$ cat src/rtl/irq_seq_pkg.sv
package irq_seq_pkg;
   typedef enum logic [1:0] {
      MODE_USER = 2'd0,
      MODE_SUPV = 2'd1,
      MODE_IRQ  = 2'd2
   } cpu_mode_e;
endpackage

$ cat src/rtl/irq_pend_latch.sv
module irq_pend_latch #(
   parameter int N_LINES = 8
) (
   input  logic               clk,
   input  logic               rst,
   input  logic [N_LINES-1:0] req,
   input  logic [N_LINES-1:0] clr,
   output logic [N_LINES-1:0] pend
);
   always_ff @(posedge clk) begin
      if (rst) pend <= '0;
      else     pend <= (pend | req) & ~clr;
   end
endmodule

$ cat src/rtl/irq_prio_pick.sv
module irq_prio_pick #(
   parameter int N_LINES = 8,
   localparam int IDX_W  = (N_LINES < 2) ? 1 : $clog2(N_LINES)
) (
   input  logic [N_LINES-1:0] pend,
   output logic [N_LINES-1:0] grant,
   output logic [IDX_W-1:0]   idx,
   output logic               any
);
   logic [N_LINES:0] seen;
   assign seen[0] = 1'b0;

   for (genvar g = 0; g < N_LINES; g++) begin : g_chain
      assign grant[g]  = pend[g] & ~seen[g];
      assign seen[g+1] = seen[g] | pend[g];
   end

   assign any = seen[N_LINES];

   always_comb begin
      idx = '0;
      for (int i = 0; i < N_LINES; i++)
         if (grant[i]) idx = idx | IDX_W'(i);
   end
endmodule

$ cat src/rtl/irq_ctx_store.sv
module irq_ctx_store #(
   parameter int ADDR_W = 32,
   parameter int FLAG_W = 8,
   parameter int DATA_W = 32
) (
   input  logic              clk,
   input  logic              rst,
   input  logic              save,
   input  logic              restore,
   input  logic [ADDR_W-1:0] pc_in,
   input  logic [FLAG_W-1:0] flags_in,
   input  logic [DATA_W-1:0] gpr_in,
   output logic              valid_o,
   output logic [ADDR_W-1:0] pc_o,
   output logic [FLAG_W-1:0] flags_o,
   output logic [DATA_W-1:0] gpr_o
);
   logic [ADDR_W-1:0] pc_q;
   logic [FLAG_W-1:0] flags_q;
   logic [DATA_W-1:0] gpr_q;

   always_ff @(posedge clk) begin
      if (rst) begin
         pc_q    <= '0;
         flags_q <= '0;
         gpr_q   <= '0;
         valid_o <= 1'b0;
         pc_o    <= '0;
         flags_o <= '0;
         gpr_o   <= '0;
      end else begin
         valid_o <= restore;
         if (save) begin
            pc_q    <= pc_in;
            flags_q <= flags_in;
            gpr_q   <= gpr_in;
         end
         if (restore) begin
            pc_o    <= pc_q;
            flags_o <= flags_q;
            gpr_o   <= gpr_q;
         end
      end
   end
endmodule

$ cat src/rtl/irq_entry_seq.sv
module irq_entry_seq
   import irq_seq_pkg::*;
#(
   parameter int N_LINES   = 8,
   parameter int ADDR_W    = 32,
   parameter int FLAG_W    = 8,
   parameter int DATA_W    = 32,
   parameter int VEC_SHIFT = 2
) (
   input  logic               clk,
   input  logic               rst,
   input  logic [N_LINES-1:0] irq_req,
   input  logic               insn_done,
   input  logic               mask_we,
   input  logic               mask_din,
   input  logic               set_user,
   input  logic               ret_strobe,
   input  logic [ADDR_W-1:0]  cur_pc,
   input  logic [FLAG_W-1:0]  cur_flags,
   input  logic [DATA_W-1:0]  cur_gpr,
   input  logic [ADDR_W-1:0]  vec_base,
   output logic               take_o,
   output logic [N_LINES-1:0] ack_o,
   output logic [ADDR_W-1:0]  vec_addr_o,
   output logic [1:0]         mode_o,
   output logic               priv_o,
   output logic               restore_o,
   output logic [ADDR_W-1:0]  rest_pc_o,
   output logic [FLAG_W-1:0]  rest_flags_o,
   output logic [DATA_W-1:0]  rest_gpr_o
);
   localparam int IDX_W = (N_LINES < 2) ? 1 : $clog2(N_LINES);

   if (N_LINES < 1 || N_LINES > 64) begin : g_bad_lines
      $error("irq_entry_seq: N_LINES must lie in 1..64");
   end
   if (ADDR_W < IDX_W + VEC_SHIFT) begin : g_bad_addr
      $error("irq_entry_seq: ADDR_W too narrow for the vector offset");
   end
   if (FLAG_W < 1 || DATA_W < 1) begin : g_bad_ctx
      $error("irq_entry_seq: context widths must be positive");
   end

   cpu_mode_e          mode_q, prev_q;
   logic               mask_q;
   logic [N_LINES-1:0] pend_q, grant, clr;
   logic [IDX_W-1:0]   idx;
   logic               any_pend, take_d, ret_d;

   irq_pend_latch #(.N_LINES(N_LINES)) u_pend (
      .clk(clk), .rst(rst), .req(irq_req), .clr(clr), .pend(pend_q)
   );

   irq_prio_pick #(.N_LINES(N_LINES)) u_pick (
      .pend(pend_q), .grant(grant), .idx(idx), .any(any_pend)
   );

   assign take_d = insn_done & (mode_q != MODE_IRQ) & ~mask_q & any_pend;
   assign ret_d  = ret_strobe & (mode_q == MODE_IRQ);
   assign clr    = take_d ? grant : '0;

   irq_ctx_store #(.ADDR_W(ADDR_W), .FLAG_W(FLAG_W), .DATA_W(DATA_W)) u_ctx (
      .clk(clk), .rst(rst), .save(take_d), .restore(ret_d),
      .pc_in(cur_pc), .flags_in(cur_flags), .gpr_in(cur_gpr),
      .valid_o(restore_o), .pc_o(rest_pc_o), .flags_o(rest_flags_o),
      .gpr_o(rest_gpr_o)
   );

   always_ff @(posedge clk) begin
      if (rst) begin
         mode_q     <= MODE_SUPV;
         prev_q     <= MODE_SUPV;
         mask_q     <= 1'b1;
         take_o     <= 1'b0;
         ack_o      <= '0;
         vec_addr_o <= '0;
      end else begin
         if (mask_we) mask_q <= mask_din;
         if (take_d) begin
            prev_q <= mode_q;
            mode_q <= MODE_IRQ;
         end else if (ret_d) begin
            mode_q <= prev_q;
         end else if (set_user && mode_q == MODE_SUPV) begin
            mode_q <= MODE_USER;
         end
         take_o <= take_d;
         ack_o  <= clr;
         if (take_d)
            vec_addr_o <= vec_base + (ADDR_W'(idx) << VEC_SHIFT);
      end
   end

   assign mode_o = mode_q;
   assign priv_o = (mode_q != MODE_USER);
endmodule

$ cat config.mk
export PLATFORM = sky130hd
export DESIGN_NAME = irq_entry_seq
export DESIGN_NICKNAME = d
export VERILOG_FILES = /design/src/rtl/irq_seq_pkg.sv /design/src/rtl/irq_pend_latch.sv /design/src/rtl/irq_prio_pick.sv /design/src/rtl/irq_ctx_store.sv /design/src/rtl/irq_entry_seq.sv
export SDC_FILE = /design/constraint.sdc
export NUM_CORES = 1
export LEC_CHECK = 0
export ABC_AREA = 1
export BUFFER_PORTS_ARGS = -buffer_cell sky130_fd_sc_hd__buf_2
export CORE_MARGIN = 1.5
export CORE_UTILIZATION = 52
export DETAILED_ROUTE_END_ITERATION = 6
export PLACE_DENSITY_LB_ADDON = 0.08
export SETUP_SLACK_MARGIN = 0.05
export SLEW_MARGIN = 20
export SYNTH_ARGS = -nofsm -noshare
export SYNTH_HDL_FRONTEND = slang
export SYNTH_SLANG_ARGS = --single-unit
$ cat constraint.sdc
create_clock -name clk -period 2.57 [get_ports clk]
set_input_delay 0.514 -clock clk [delete_from_list [all_inputs] [get_ports clk]]
set_output_delay 0.514 -clock clk [all_outputs]
set_load 0.05 [all_outputs]
Word level (Yosys, flattened, before mapping). Index checks and enable logic that the tools add are counted.

Register bits: 199. Bits of input ports: 119. Output and inout bits: 117.

Add/sub/neg operators: 1. Equal/unequal tests: 3. Mux-type cells: 11. Bitwise gates (word level): 29. Reductions and logical operators: 3.

Operators by type and width (count): $add 32x5->32 (1); $mux 3 (4); $and 1x1->1 (11); $mux 2 (5); $and 8x8->8 (1); $mux 8 (1); $not 1->1 (8); $not 8->8 (1); $or 8x8->8 (1); $or 1x1->1 (7); $reduce_bool 3->1 (1); $eq 2x1->1 const B (1); $eq 2x2->1 const B (1); $ne 2x2->1 const B (1); $reduce_bool 2->1 (1); $logic_and 1x1->1 (1); $mux 1 (1).

Depth between registers and ports, before layout. Gate-level depths: netlist (run 1).

Word-level depth: 11. Mapped depth: 17. Depth with buffers taken out: 17.

Hierarchy. Synthesis (run 1) repeated with hierarchy kept, for this count alone.

Cell total of the unflattened synthesis: 1403. Area total of the unflattened synthesis: 9048.7 um^2.

By module, submodules not included: irq_ctx_store (instances 1, cells an instance 915, area each 5929.4 um^2, sequential area each 2902.8 um^2); irq_entry_seq (instances 1, cells an instance 419, area each 2673.8 um^2, sequential area each 920.9 um^2); irq_pend_latch (instances 1, cells an instance 41, area each 284.0 um^2, sequential area each 160.2 um^2); irq_prio_pick (instances 1, cells an instance 28, area each 161.4 um^2, sequential area each 0.0 um^2).

Worst setup path after synthesis (run 1). OpenSTA, ideal clock, no wires.

Path kind: register to register. Start: reg u_pend.pend[1]. End: reg vec_addr_o[20]. Library setup time: 0.109 ns. Data arrival time: 2.038 ns. Required time: 2.461 ns. Path slack: 0.423 ns. Cell stages (with the launch flop): 17. Buffers on the path: 0. Clock period less this slack: 2.147 ns. Cell sequence: dfxtp_1 -> nor2_4 -> nand4_4 -> nor2_4 -> nand3_1 -> nand4_1 -> ha_1 -> fa_1 -> nand3_1 -> nand2_1 -> nand2_1 -> nor2_2 -> nand4_1 -> nand2_1 -> nand2_1 -> nand2_1 -> inv_1.

Word-level cells in the longest chain between the ends: 10.

RTL lines: from (decl) (line irq_pend_latch.sv:8) `output logic [N_LINES-1:0] pend`; from (signal assigned) (line irq_pend_latch.sv:12) `else pend <= (pend | req) & ~clr;`; $or 1x1->1 (line irq_prio_pick.sv:15) `assign seen[g+1] = seen[g] | pend[g];`; $or 1x1->1 or $not 1->1 (tied branches) (line irq_prio_pick.sv:15, irq_prio_pick.sv:14); $not 1->1, or another cell as far along (line irq_prio_pick.sv:14) `assign grant[g] = pend[g] & ~seen[g];`; $and 1x1->1, or another cell as far along (line irq_prio_pick.sv:14); $mux 2, or another cell as far along (line irq_prio_pick.sv:23) `if (grant[i]) idx = idx | IDX_W'(i);`; $mux 3, or another cell as far along (2 in a row) (line irq_prio_pick.sv:23); $mux 3 or $and 1x1->1 (tied branches) (line irq_prio_pick.sv:23, irq_prio_pick.sv:14); $mux 3 (line irq_prio_pick.sv:23); $add 32x5->32 (line irq_entry_seq.sv:90) `vec_addr_o <= vec_base + (ADDR_W'(idx) << VEC_SHIFT);`; to (signal assigned) (line irq_entry_seq.sv:90); to (decl) (line irq_entry_seq.sv:24) `output logic [ADDR_W-1:0] vec_addr_o,`.

Parallel ways exist; a longest one is shown, timed or not. A chain may end at the register's enable or synchronous reset.

Final worst setup path (run 1). Same ends and word-level chain as after synthesis.

==> impl_metrics.yaml, run 1 <==
run_status:
  run_status: "completed"
cts:
  cts_made_buffers: 17
  h-tree-depth: 4
  root_buffer: "clkbuf_16"
  clkTransAtPathRegs_ns: 0.07
  cts_sinks: 199
  cts.path.max_buffers: 2
  tritoncts: "built"
  insertion_delay_ns: 0.43
  post_cts_buffers: 0
cells_and_area:
  n_antenna_cell: 0
  drive_gt1_share_pct: 22.6
  multi_input_area_um2: 3410
  areaGrowthSynthToFinish_pct: 22.7
  fillers: 1417
  nets: 1419
  seq_area_um2: 3980
yosys:
  synth_top_family_by_area: "simple AND/OR/NAND/NOR gates"
  mappedNetlistArea_um2: 7960
  synthMuxAreaShare_pct: 0
  synthArstFlopShare_pct: 0
  synth.avg_cell_area_um2: 7.28
  ys_types: 30
  ys_ff_latch: 199
  yosysSeqAreaShare_pct: 50.0
  syn_inst: 1094
  synth_edf_count: 0
  synth_flop_cell: "dfxtp_1"
  synth_xor_area_share_pct: 1.65
  synth-compound-area-share_pct: 11.1
  synthSimpleGateAreaFrac_pct: 28.9
  yosysWarnings: 0
  synthAdderAreaFrac_pct: 0.723
  syn-num-nets: 1217
power_and_ir_drop:
  p_sw_uw: 1880
  p_int_uw: 5010
  pwr-share-seq_pct: 47.8
  peakVddDrop_mv: 0.439
  leakagePower_uw: 0.00491
  clkPwrFrac_pct: 39.6
  powerDensity_nw_per_um2: 706
  switching_share_pct: 27.3
  power_frac_comb_pct: 12.7
timing:
  finalClockSkew_ns: 0.00857
  slew_headroom_pct: 59.6
  hold_viol: 0
  fmax_ghz: 0.433
  slew_viol_final: 0
  timing.final.ws_setup_ns: 0.262
  setup_violations: 0
  fin_tns_setup_ns: 0
  period_share_pct: 89.8
  worst_slew_pin_slew_ns: 0.605
  fin_crit_ns: 2.31
  rsz0062_at_grt: "true"
setup_path:
  max_stage_delay_ns: 0.34
  worst-setup-path-type: "register to register"
  worst_setup_path_start_kind: "register"
  cp_data_arrival_time_ns: 2.64
  required_ns: 2.90
  cpMaxStageDelayCell: "dfxtp_1"
  critPathBufInv: 1
  cp_cell_sequence: "nor2_4 > nand4_4 > nor2_4 > nand3_1 > nand4_1 > ha_1 > fa_1 > nand3_1 > nand2_2 > nand2_2 > nor2_4 > nand4_1 > nand2_1 > nand2_1 > nand2_1 > inv_1"
  crit_family: "simple AND/OR/NAND/NOR gates"
  worstPathMaxFanout: 5
  crit_path_end_kind: "register"
floorplan:
  num_rows: 45
  start_util_pct: 52.8
  die_y_um: 127
  core_area_um2: 15100
  die_w_um: 127
  dieArea_um2: 16100
  pin_count: 236
global_routing:
  antenna_found_initial: 0
  grt_usage_pct: 25.4
  grt_pass1_wl_mm: 32.9
  grt_pass1_vias: 6724
  grt_max_degree: 96
  gr-total-overflow: 0
route:
  highest_layer: "met4"
  ant_nets: 0
  vias: 7407
  dr_wl_met3_mm: 1.33
  drtPass1Iterations: 5
  wl_met1_mm: 9.13
  drc_errors: 0
  drt-initial-drc-count: 543
  finalWirelength_mm: 20.2
  dr_wl_met2_mm: 9.24
  wl_per_cell_um: 13.5
  vias_per_cell: 4.95
placement:
  finalWeightedCongestion: 0.906
  dp_slack_ns: 0.114
  portBuffers: 235
  hpwlAfterDp_mm: 13.6
job:
  cap_viol_max_count: 0
min_path:
  hp-class: "input pin to register"
[path summary, 6_finish.rpt]
| check | start | endpoint | slack, ns | depth (start not counted) |
|---|---|---|---|---|
| min | mask_we | mask_q | 0.28 | 2 |
| min reg2reg | prev_q[0] | mode_o[0] | 0.47 | 2 |
| max reg2reg | u_pend.pend[1] | vec_addr_o[20] | 0.26 | 16 |
| max | u_pend.pend[1] | vec_addr_o[20] | 0.26 | 16 |
[per-layer routing]
layer	GRT usage, %	up-vias
met1	33.5	3329
met5	0	-
met4	10.1	0
met3	5.69	34
met2	40.7	214
li1	-	3830
[registers in the layout, summed over array words and instances, names as in the netlist]
name           count
u_ctx.gpr_q       32
take_o             1
u_ctx.valid_o      1
u_ctx.pc_o        32
u_ctx.flags_q      8
vec_addr_o        32
mode_o             2
u_ctx.gpr_o       32
u_ctx.pc_q        32
mask_q             1
prev_q             2
ack_o              8
u_pend.pend        8
u_ctx.flags_o      8
[cell type report]
class | instances | area share [%]
Inverter | 57 | 2.23
Clock inverter | 13 | 1.64
Timing Repair Buffer | 244 | 13.4
Tap cell | 188 | 2.41
Sequential cell | 199 | 40.8
Multi-Input combinational cell | 777 | 34.9
Clock buffer | 19 | 4.64
[synthesized netlist by cell type (2+ instances only)]
master / n / area, um^2
nor2_1: 408 / 1530
dfxtp_1: 199 / 3980
nand2_1: 134 / 503
o21ai_0: 101 / 505
o21ai_1: 63 / 315
inv_1: 54 / 203
clkbuf_1: 27 / 101
nand3_1: 22 / 110
buf_6: 19 / 214
buf_2: 10 / 50.1
xnor2_1: 9 / 78.8
a21oi_1: 7 / 35.0
xor2_1: 6 / 52.6
nand3b_1: 4 / 30.0
nand4_1: 4 / 25.0
buf_1: 3 / 11.3
ha_1: 3 / 37.5
inv_2: 3 / 11.3
nor3_1: 3 / 15.0
o211ai_1: 3 / 22.5
buf_4: 2 / 15.0
nor2_4: 2 / 22.5
[placed cells by master (no fill, tap or decap), types with 4 or more instances in the layout]
master,synthesis,routed
clkinv_4,0,5
inv_1,54,53
dfxtp_1,199,199
nand3b_1,4,4
buf_12,0,5
nor2_1,408,404
xor2_1,6,6
buf_4,2,4
xnor2_1,9,9
o21ai_1,63,63
o21ai_0,101,101
nand2_1,134,131
nand4_1,4,4
nor2_4,2,4
clkbuf_16,0,17
buf_2,10,235
nand3_1,22,21
a21oi_1,7,7
[power by group through the flow]
stage,registers [uW],clock network [uW],logic (uW)
3_3_place_gp,3360,0,864
5_1_grt,3310,2920,962
4_1_cts,3290,2780,874
3_5_place_dp,3360,0,868
2_1_floorplan,3560,0,410
6_report,3290,2730,873
[cells by family after synthesis]
logic type | count (synthesis)
DFF | 199
buffers and inverters | 118
adders and majority gates | 4
and+or+nand+nor | 583
xor gates and xnor gates | 15
AOI/OAI and AO/OA | 175
[metrics by stage]
step | util [%] | instances | area [um^2] | total power, uW | hold WS (ns)
3_3_place_gp | 60.5 | 1465 | 9130 | 4220 | 0.458
2_1_floorplan | - | 1094 | 7960 | 3970 | 0.442
4_1_cts | 64.6 | 1497 | 9740 | 6950 | 0.264
3_5_place_dp | 60.5 | 1465 | 9130 | 4230 | 0.458
6_report | 64.8 | 1497 | 9770 | 6900 | 0.278
5_1_grt | 64.8 | 1497 | 9770 | 7190 | 0.285
[repair_timing]
| action | 4_1_cts | 5_1_grt |
|---|---|---|
| gates resized for setup | 0 | 9 |
| setup endpoints to repair | 0 | 16 |
| hold buffers | 0 | 0 |
| endpoints found under the hold margin | 0 | 0 |
Note: power is estimated with default switching activity, not from simulation.
==> run 2, diff against run 1 <==
--- a/config.mk
+++ b/config.mk
@@ -5,11 +5,12 @@
 export SDC_FILE = /design/constraint.sdc
 export NUM_CORES = 1
 export LEC_CHECK = 0
-export ABC_AREA = 1
+export ABC_AREA = 0
 export BUFFER_PORTS_ARGS = -buffer_cell sky130_fd_sc_hd__buf_2
 export CORE_MARGIN = 1.5
-export CORE_UTILIZATION = 52
+export CORE_UTILIZATION = 50
 export DETAILED_ROUTE_END_ITERATION = 6
+export MAX_ROUTING_LAYER = met4
 export PLACE_DENSITY_LB_ADDON = 0.08
 export SETUP_SLACK_MARGIN = 0.05
 export SLEW_MARGIN = 20
==> run 2 against run 1 <==
Compared with the run above: the flow now finishes with violations (negative setup slack); sequential share of layout area increased by 0.16 points; clock power decreased by 9.2%; flip-flop and latch count unchanged; largest power group unchanged.
==> impl_metrics.yaml, run 2 <==
cells_and_area:
  postLayoutCoreUtil_pct: 67.2
  final_area_um2: 9730
  layout_common_cells: "nand2_1, buf_2, dfxtp_1"
  drive_gt1_share_pct: 29.1
  areaGrowthSynthToFinish_pct: 31.3
  layout_commonest_cell: "nand2_1"
  nets: 1282
placement:
  portBuffers: 235
  finalWeightedCongestion: 0.860
  hpwlAfterDp_mm: 12.3
  placed_cell_area_um2: 8930
floorplan:
  dieArea_um2: 15600
  die_w_um: 125
  num_rows: 44
  pin_count: 236
  core_area_um2: 14500
  start_util_pct: 51.2
  die_y_um: 125
run_status:
  violations: "negative setup slack"
  run_status: "finished with violations"
route:
  vias: 6975
  vias_per_cell: 5.12
  ant_nets: 0
  drtPass1Iterations: 5
  drt-initial-drc-count: 437
  wl_per_cell_um: 14.1
  finalWirelength_mm: 19.2
  drc_errors: 0
timing:
  hold_viol: 0
  slew_viol_final: 0
  worst_slew_pin_slew_ns: 0.692
  period_share_pct: 119
  timing.final.ws_setup_ns: -0.476
  rsz0062_at_grt: "true"
  fin_crit_ns: 3.05
  setup_violations: 23
  slew_headroom_pct: 53.7
  finalClockSkew_ns: 0.0108
  fmax_ghz: 0.328
cts:
  tritoncts: "built"
  cts_sinks: 199
  hold_buffers: 0
  cts.path.max_buffers: 2
  insertion_delay_ns: 0.42
  cts_made_buffers: 17
  root_buffer: "clkbuf_16"
  clkTransAtPathRegs_ns: 0.07
  h-tree-depth: 4
setup_path:
  worstPathMaxFanout: 5
  required_ns: 2.91
  worst-setup-path-type: "register to register"
  crit_path_end_kind: "register"
  worst_setup_path_start_kind: "register"
  cp_data_arrival_time_ns: 3.38
power_and_ir_drop:
  powerDensity_nw_per_um2: 660
  leakagePower_uw: 0.00402
  peakVddDrop_mv: 0.661
global_routing:
  use_met3_pct: 6.79
  busiest_layer: "met2"
  grt_pass1_wl_mm: 31.4
  met1_usage_pct: 31.8
  grt_pass1_vias: 6421
  antenna_found_initial: 6
  use_met2_pct: 40.0
  grt_max_degree: 75
  grt_usage_pct: 25.3
  gr-total-overflow: 0
yosys:
  mappedNetlistArea_um2: 7410
  yosysWarnings: 0
  synth_top_area_share_pct: 53.7
  synth_edf_count: 0
  syn-num-nets: 1049
  yosysMostFrequentCell: "nand2_1"
  syn_inst: 926
  ys_types: 39
  synth.avg_cell_area_um2: 8.01
  ys_ff_latch: 199
  synthArstFlopShare_pct: 0
  yosysTopAreaCell: "dfxtp_1"
  synth_flop_cell: "dfxtp_1"
  synthTopCellsByCount: "nand2_1, dfxtp_1, a21oi_1"
  netlist_top_cells_area: "dfxtp_1, nand2_1, a21oi_1, clkbuf_1, a211oi_1"
  yosysSeqAreaShare_pct: 53.7
min_path:
  hp-class: "input pin to register"
job:
  cap_viol_max_count: 0
[run 2: cell count changes in the layout (fill, tap and decap cells not counted), moves of 12 or more]
cell / before / now
nand3_1: 21 / 9
o21ai_0: 101 / 7
nand2_1: 131 / 313
a21oi_1: 7 / 152
nor2_1: 404 / 50
inv_1: 53 / 4
a211oi_1: 0 / 27
buf_4: 4 / 35
o21ai_1: 63 / 0
[run 2: layout make-up]
type                    instances  area (um^2)
fillers                      1340         4750
flip-flops and latches        199         3980
multi-input cells             659         3350
repair buffers                278         1580
clock buffers                  20          457
well taps                     184          230
clock inverters                12         93.8
inverters                       4         15.0
diodes                          6         15.0
[run 2: cell families (layout without fill, tap and decap cells)]
kind of cell             count (synthesis)  in the layout  share of synthesized area (%)
XOR/XNOR                                22             22                           2.60
AO/OA/AOI/OAI                          203            203                           15.2
other                                    0              6                              0
flip-flops                             199            199                           53.7
AND/OR/NAND/NOR                        430            430                           24.2
adder cells (fa/ha/maj)                  4              4                          0.776
buffers and inverters                   68            314                           3.44
[run 2: worst paths after layout]
| kind | slack (ns) | depth (start not counted) | start | endpoint |
|---|---|---|---|---|
| worst max-delay path | -0.48 | 10 | u_pend.pend[1] | vec_addr_o[30] |
| worst min-delay path | 0.30 | 2 | mask_din | mask_q |
| worst min register to register | 0.44 | 2 | u_ctx.pc_q[14] | u_ctx.pc_o[14] |
| worst max register to register | -0.48 | 10 | u_pend.pend[1] | vec_addr_o[30] |
[run 2: layer usage]
metal / part of all wire (%) / routed length, um
met5: 0 / 0
met1: 44 / 8380
met3: 6.5 / 1240
met4: 1.2 / 235
met2: 49 / 9350
[run 2: what timing repair did]
| action | CTS | global route |
|---|---|---|
| pin swaps | 26 | 9 |
| gates cloned | 0 | 0 |
| endpoints found under the setup margin | 27 | 27 |
| buffers inserted | 7 | 2 |
| resized for setup | 27 | 3 |
[run 2: report_power, final]
part / switching (uW) / leakage (uW) / internal (uW) / total, uW
registers: 47.6 / 0.00161 / 3170 / 3220
clock network: 1170 / 0.000274 / 1310 / 2480
logic: 455 / 0.00213 / 268 / 723
total: 1680 / 0.00402 / 4750 / 6420
[run 2: critical path, stage by stage, from the launching register on]
cell and delay, ns:
dfxtp_1 0.31, or3_4 0.38, or4_4 0.44, o22ai_2 0.16, ha_2 0.21, fa_2 0.20
a21o_1 0.17, nand3_4 0.08, or4_4 0.44, or3_1 0.32, a311oi_1 0.23
[run 2: metrics by stage]
stage	power [uW]	hold slack, ns	worst slack (ns)	cells	TNS (ns)
after floorplan	3690	0.432	-0.696	926	-4.90
after global placement	3960	0.437	-0.528	1315	-4.67
after detailed placement	3970	0.441	-0.584	1315	-6.70
after CTS	6470	0.281	-0.477	1354	-5.04
after global routing	6680	0.299	-0.605	1362	-8.94
final	6420	0.299	-0.476	1362	-5.53
